File: config.mk
export PLATFORM = sky130hd
export DESIGN_NAME = evt_match_unit
export DESIGN_NICKNAME = d
export VERILOG_FILES = /design/src/rtl/evt_match_pkg.sv /design/src/rtl/evt_hist_reg.sv /design/src/rtl/evt_bit_lanes.sv /design/src/rtl/evt_reduce.sv /design/src/rtl/evt_match_unit.sv
export SDC_FILE = /design/constraint.sdc
export NUM_CORES = 1
export LEC_CHECK = 0
export BUFFER_PORTS_ARGS = -buffer_cell sky130_fd_sc_hd__buf_4
export CAP_MARGIN = 0
export CORE_AREA = 5 5 83 85
export DETAILED_ROUTE_END_ITERATION = 10
export DIE_AREA = 0 0 88 90
export PLACE_DENSITY = 0.93
export SETUP_SLACK_MARGIN = 0.05
export SLEW_MARGIN = 40
export SYNTH_ARGS = -nofsm -noshare
export SYNTH_HDL_FRONTEND = slang
export SYNTH_HIERARCHICAL = 1
export SYNTH_SLANG_ARGS = --single-unit
File: constraint.sdc
create_clock -name clk_i -period 3.4 [get_ports clk_i]
set_input_delay 0.17 -clock clk_i [delete_from_list [all_inputs] [get_ports clk_i]]
set_output_delay 0.17 -clock clk_i [all_outputs]
set_load 0.005 [all_outputs]
File: src/rtl/evt_match_pkg.sv
package evt_match_pkg;

    typedef enum logic {
        MODE_VALUE = 1'b0,
        MODE_EDGE  = 1'b1
    } cmp_mode_e;

    // configuration seen by one bit lane
    typedef struct packed {
        logic sel;
        logic lvl;
        logic need_chg;
    } lane_cfg_t;

    // sample context seen by one bit lane
    typedef struct packed {
        logic cur;
        logic old;
        logic hist_ok;
    } lane_smp_t;

    function automatic logic lane_hit(input cmp_mode_e mode,
                                      input lane_cfg_t c,
                                      input lane_smp_t s);
        logic lvl_ok;
        logic chg_ok;
        lvl_ok = (s.cur == c.lvl);
        chg_ok = s.hist_ok && (s.cur != s.old);
        if (!c.sel)
            return 1'b1;
        if (mode == MODE_VALUE)
            return lvl_ok;
        return lvl_ok && (!c.need_chg || chg_ok);
    endfunction

    function automatic int unsigned ceil_div(input int unsigned a,
                                             input int unsigned b);
        return (a + b - 1) / b;
    endfunction

endpackage

File: src/rtl/evt_hist_reg.sv
module evt_hist_reg #(
    parameter int unsigned DATA_W = 32
) (
    input  logic              clk_i,
    input  logic              rst_i,
    input  logic              load_i,
    input  logic              drop_i,
    input  logic [DATA_W-1:0] din_i,
    output logic [DATA_W-1:0] prev_o,
    output logic              have_o
);

    logic [DATA_W-1:0] prev_q;
    logic              have_q;

    always_ff @(posedge clk_i) begin
        if (rst_i) begin
            prev_q <= '0;
            have_q <= 1'b0;
        end else if (load_i) begin
            // a sample in the cycle of a mode change becomes the new history
            prev_q <= din_i;
            have_q <= 1'b1;
        end else if (drop_i) begin
            prev_q <= '0;
            have_q <= 1'b0;
        end
    end

    assign prev_o = prev_q;
    assign have_o = have_q;

endmodule

File: src/rtl/evt_bit_lanes.sv
module evt_bit_lanes
    import evt_match_pkg::*;
#(
    parameter int unsigned DATA_W = 32
) (
    input  cmp_mode_e         mode_i,
    input  logic              hist_ok_i,
    input  logic [DATA_W-1:0] cur_i,
    input  logic [DATA_W-1:0] old_i,
    input  logic [DATA_W-1:0] mask_i,
    input  logic [DATA_W-1:0] lvl_i,
    input  logic [DATA_W-1:0] chg_i,
    output logic [DATA_W-1:0] hit_o
);

    for (genvar b = 0; b < DATA_W; b++) begin : g_lane
        lane_cfg_t c;
        lane_smp_t s;
        always_comb begin
            c.sel      = mask_i[b];
            c.lvl      = lvl_i[b];
            c.need_chg = chg_i[b];
            s.cur      = cur_i[b];
            s.old      = old_i[b];
            s.hist_ok  = hist_ok_i;
            hit_o[b]   = lane_hit(mode_i, c, s);
        end
    end

endmodule

File: src/rtl/evt_reduce.sv
module evt_reduce
    import evt_match_pkg::*;
#(
    parameter int unsigned DATA_W = 32,
    parameter int unsigned GRP_W  = 8
) (
    input  logic              clk_i,
    input  logic              rst_i,
    input  logic              valid_i,
    input  logic [DATA_W-1:0] hit_i,
    output logic              evt_o
);

    localparam int unsigned N_GRP = ceil_div(DATA_W, GRP_W);
    localparam int unsigned PAD_W = N_GRP * GRP_W;

    logic [PAD_W-1:0] hit_pad;
    logic [N_GRP-1:0] grp_all;
    logic             evt_q;

    // unused padding lanes count as matching
    always_comb begin
        hit_pad         = '1;
        hit_pad[DATA_W-1:0] = hit_i;
    end

    for (genvar g = 0; g < N_GRP; g++) begin : g_grp
        assign grp_all[g] = &hit_pad[g*GRP_W +: GRP_W];
    end

    always_ff @(posedge clk_i) begin
        if (rst_i)
            evt_q <= 1'b0;
        else
            evt_q <= valid_i && (&grp_all);
    end

    assign evt_o = evt_q;

endmodule

File: src/rtl/evt_match_unit.sv
module evt_match_unit
    import evt_match_pkg::*;
#(
    parameter int unsigned DATA_W = 32,
    parameter int unsigned GRP_W  = 8
) (
    input  logic              clk_i,
    input  logic              rst_i,
    input  logic              smp_valid_i,
    input  logic [DATA_W-1:0] smp_i,
    input  logic              cfg_mode_i,
    input  logic [DATA_W-1:0] cfg_mask_i,
    input  logic [DATA_W-1:0] cfg_ref_i,
    input  logic [DATA_W-1:0] cfg_edge_i,
    output logic              evt_o
);

    cmp_mode_e         mode_now;
    cmp_mode_e         mode_q;
    logic              mode_chg;
    logic [DATA_W-1:0] prev;
    logic              have_prev;
    logic              hist_ok;
    logic [DATA_W-1:0] hit;

    assign mode_now = cmp_mode_e'(cfg_mode_i);
    assign mode_chg = (mode_now != mode_q);
    assign hist_ok  = have_prev && !mode_chg;

    always_ff @(posedge clk_i) begin
        if (rst_i)
            mode_q <= MODE_VALUE;
        else
            mode_q <= mode_now;
    end

    evt_hist_reg #(
        .DATA_W (DATA_W)
    ) u_hist (
        .clk_i  (clk_i),
        .rst_i  (rst_i),
        .load_i (smp_valid_i),
        .drop_i (mode_chg),
        .din_i  (smp_i),
        .prev_o (prev),
        .have_o (have_prev)
    );

    evt_bit_lanes #(
        .DATA_W (DATA_W)
    ) u_lanes (
        .mode_i    (mode_now),
        .hist_ok_i (hist_ok),
        .cur_i     (smp_i),
        .old_i     (prev),
        .mask_i    (cfg_mask_i),
        .lvl_i     (cfg_ref_i),
        .chg_i     (cfg_edge_i),
        .hit_o     (hit)
    );

    evt_reduce #(
        .DATA_W (DATA_W),
        .GRP_W  (GRP_W)
    ) u_reduce (
        .clk_i   (clk_i),
        .rst_i   (rst_i),
        .valid_i (smp_valid_i),
        .hit_i   (hit),
        .evt_o   (evt_o)
    );

endmodule

Word-level counts from Yosys, hierarchy flattened
Cells that the tools add are included.

cells by class
  equal/unequal tests = 65
  mux-type cells = 165
  reduce and logical (&&, ||, !) cells = 133

operators by type and width
  cell                 number
  $mux W1              163
  $logic_and A1 B1 Y1  66
  $mux W32             2
  $logic_not A1 Y1     33
  $ne A1 B1 Y1         33
  $eq A1 B1 Y1         32
  $logic_or A1 B1 Y1   32
  $reduce_and A32 Y1   1
  $reduce_bool A2 Y1   1

storage, ports and cells
  register bits after elaboration = 35
  input port bits = 132
  output and inout port bits = 1

Longest topological paths before layout
  depth after elaboration = 10
  mapped depth = 8
  mapped depth without buffers = 8

Cells and area by module
The synthesis kept the hierarchy.

by module, submodules not included
  module          times used  cells each  area each (sq um)  seq. area each (sq um)
  evt_hist_reg    1           148         1,522.7            660.6
  evt_bit_lanes   1           228         1,380.1            0.0
  evt_reduce      1           13          102.6              20.0
  evt_match_unit  1           5           42.5               20.0

Least setup slack after synthesis
No wires, ideal clock.

  path kind = flip-flop to flip-flop
  from = register mode_q
  to = register u_reduce.evt_q, in the netlist u_reduce/evt_o
  data arrival time = 1,720 ps
  required time = 3,312 ps
  path slack = 1,592 ps
  cell stages (with the launch flop) = 9
  path through = dfxtp_1 > xor2_1 > nor2_1 > buf_2 > o21ai_0 > nand3_1 > nand4_1 > or4_1 > nor4_2

on the way
  longest elaborated chain between the ends = 10

RTL lines
  item                    line                  text
  from (decl)             evt_match_unit.sv:19  cmp_mode_e mode_q;
  from (signal assigned)  evt_match_unit.sv:34  mode_q <= mode_now;
  $ne A1 B1 Y1            evt_match_unit.sv:27  assign mode_chg = (mode_now != mode_q);
  via mode_chg            evt_match_unit.sv:20  logic mode_chg;
  $logic_not A1 Y1        evt_match_unit.sv:28  assign hist_ok = have_prev && !mode_chg;
  $logic_and A1 B1 Y1     evt_match_unit.sv:28
  via hist_ok             evt_match_unit.sv:23  logic hist_ok;
  $logic_and A1 B1 Y1     evt_match_pkg.sv:28   chg_ok = s.hist_ok && (s.cur != s.old);
  $logic_or A1 B1 Y1      evt_match_pkg.sv:33   return lvl_ok && (!c.need_chg || chg_ok);
  $logic_and A1 B1 Y1     evt_match_pkg.sv:33
  $mux W1                 evt_match_pkg.sv:33
  $mux W1                 evt_match_pkg.sv:31   if (mode == MODE_VALUE)
  via hit[2]              evt_match_unit.sv:24  logic [DATA_W-1:0] hit;
  $reduce_and A32 Y1      evt_reduce.sv:35      evt_q <= valid_i && (&grp_all);
  $logic_and A1 B1 Y1     evt_reduce.sv:35
  to (signal assigned)    evt_reduce.sv:35
  to (decl)               evt_reduce.sv:19      logic evt_q;

The timed path passes the listed nets, and every way through them passes these cells.
A chain may end at the register's enable or synchronous reset.

Worst setup path after layout
Ends and elaborated chain as after synthesis.

==> results.cfg <==
[floorplanning]
die_y_um = 90
die_x_um = 88
start_util_pct = 49.70
boundaryPins = 133
dieArea_mm2 = 0.007920
row_count = 29
fp.coreArea_mm2 = 0.006132

[placement]
portBuffers = 132
dp_slack_ns = 1.119
globalplace.congestion = 0.8214
dp_hpwl_mm = 6.778

[timing]
setup_ws_ns = 1.307
max_freq_ghz = 0.4778
finalClockSkew_ns = 0.01060
final.period_utilization_pct = 61.56
hold_ws_ns = 0.1566
final.min_clock_period_ns = 2.093
final_max_slew_viol_count = 0
max_slew.worst_pin.slew_ns = 0.8027
maxSlewHeadroom_pct = 46.49
rsz0062_at_grt = false
hold_violations = 0
setup_violations = 0
fin_setup_tns_ns = 0

[clocking]
cts-hold-fix-buffers = 0
tritoncts = yes
numCtsBuffers = 5
clk_latency_ns = 0.29
htreeDepth = 2
clockBufferDepth = 2
post_cts_resized = 0
clkSlewWorstSetupHoldPaths_ns = 0.08
clkSinkCount = 35
postCtsSetupRepairBufs = 0
cts_root_buf = clkbuf_8

[final_layout]
fin_nets = 646
drive_gt1_share_pct = 34.17
areaGrowthSynthToFinish_pct = 35.96
final_core_util_pct = 67.58
antenna_cells = 0

[critical_path]
worstPathArrival_ns = 2.30
cp_max_fo = 16
worstSetupPathType = flop to flop
startpoint_type = flop
worstPathRequired_ns = 3.61
worstSetupEndpointType = flop

[global_routing]
grt_pass1_vias = 3240
grt_pass1_wl_mm = 14.30
grt_use_total_pct = 22.12
antenna_found_initial = 0
grt_max_degree = 67
overflow = 0

[synthesis]
synth_fp_nets = 526
synthCells = 394
yosys.area.top_type = dfxtp_1
async_reset_ff_share_pct = 0
syn_area_per_cell_um2 = 7.736
yosys-top-cells-area = dfxtp_1 (23%), o32ai_2 (16%), nand2_1 (12%)
yosys_register_bits = 35
synth_area_mm2 = 0.003048
synthFlopType = dfxtp_1
yosys.cell_types.count = 27
yosysSeqAreaShare_pct = 22.99
ys_warn_count = 6
synth_top_area_share_pct = 22.99
synth_edf_count = 0

[drt]
drt_pass1_iterations = 4
route.vias.total = 3235
drcViolationCount = 0
first_iter_violations = 96
postRouteAntennaNets = 0
wirelength_mm = 8.856
wire_per_inst_um = 14.96
vias_per_cell = 5.465

[pwr]
powerDensity_mw_per_mm2 = 290.1
p_leak_nw = 1.761
ir_drop_mv = 0.2394
total_power_mw = 1.202

[status]
status = completed

[job]
maxCapViolations = 0

[min_path]
hold_class = primary input to flop
==> synth_stat cells, types with 4 or more instances <==
cell      number
nand2_1       96
dfxtp_1       35
inv_1         33
and3b_1       31
nand3_1       31
nor3b_1       31
o21ai_0       31
xnor2_1       31
o32ai_2       30
buf_2         12
nand4_1        7
clkbuf_1       5
buf_6          4
==> cells by family after synthesis <==
family | share of synthesized area (%)
flip-flops | 22.99
AND/OR/NAND/NOR | 37.27
buffers and inverters | 8.128
AO/OA/AOI/OAI | 22.41
XOR/XNOR | 9.195
==> layout make-up <==
cell class / instances / area [um2]
Timing Repair Buffer: 134 / 1006
Multi-Input combinational cell: 305 / 2105
Clock buffer: 5 / 68.82
Inverter: 33 / 123.9
Tap cell: 77 / 96.34
Clock inverter: 3 / 43.79
Fill cell: 527 / 1988
Sequential cell: 35 / 700.7
==> state kept, by name, summed over array words and instances, names as in the netlist <==
signal          count
u_hist/have_o       1
mode_q              1
u_hist/prev_o      32
u_reduce/evt_o      1
==> path summary, 6_finish.rpt <==
kind         slack (ns)                 to  cells past startpoint     startpoint
min                0.16  u_hist/prev_o[29]                      3      smp_i[29]
max reg2reg        1.31     u_reduce/evt_o                      8         mode_q
min reg2reg        0.47      u_hist/have_o                      2  u_hist/have_o
max                1.31     u_reduce/evt_o                      8         mode_q
==> through the flow <==
stage	cells	cell area, um2
2_1_floorplan	394	3048
3_3_place_gp	584	4029
3_5_place_dp	584	4031
4_1_cts	592	4144
5_1_grt	592	4144
6_report	592	4144
==> critical path, stage by stage, from the launching register on <==
cell and delay (ns):
dfxtp_1 0.32, xor2_1 0.20, nor2_2 0.14, buf_4 0.22
a21oi_1 0.09, o311ai_1 0.28, nand4_1 0.12, or3_1 0.43
nor4_2 0.20
==> layer usage <==
layer / track usage (%) / vias to the layer above / wire, um
met5: 0 / - / 0
li1: - / 1622 / -
met1: 24.40 / 1486 / 3363
met2: 39.20 / 111 / 4584
met4: 8.184 / 0 / 136
met3: 6.399 / 16 / 772
==> where the power goes <==
part | switching [mW] | total [mW] | leakage, nW | internal [mW]
Clock | 0.160 | 0.379 | 0.0581 | 0.218
Sequential | 0.0130 | 0.444 | 0.288 | 0.431
Combinational | 0.177 | 0.379 | 1.41 | 0.202
Total | 0.351 | 1.20 | 1.76 | 0.852
==> layout by cell type (no fill, tap or decap) <==
master	count
or2_4	1
or4_1	1
clkinv_4	1
clkbuf_8	5
nor2_2	1
o311ai_1	1
nand4_1	7
o211ai_1	1
buf_4	134
xor2_1	1
o32ai_1	1
nand2_1	96
nand3_1	31
a21oi_1	3
nor4_2	1
and3b_1	31
nor2b_1	2
xnor2_1	31
or3_1	1
nand4b_1	1
nor3b_1	31
inv_1	33
o32ai_2	30
bufinv_16	1
or3b_2	1
o21ai_0	31
nand2b_1	1
clkinv_2	1
dfxtp_1	35
(Power assumes the default switching activity.)
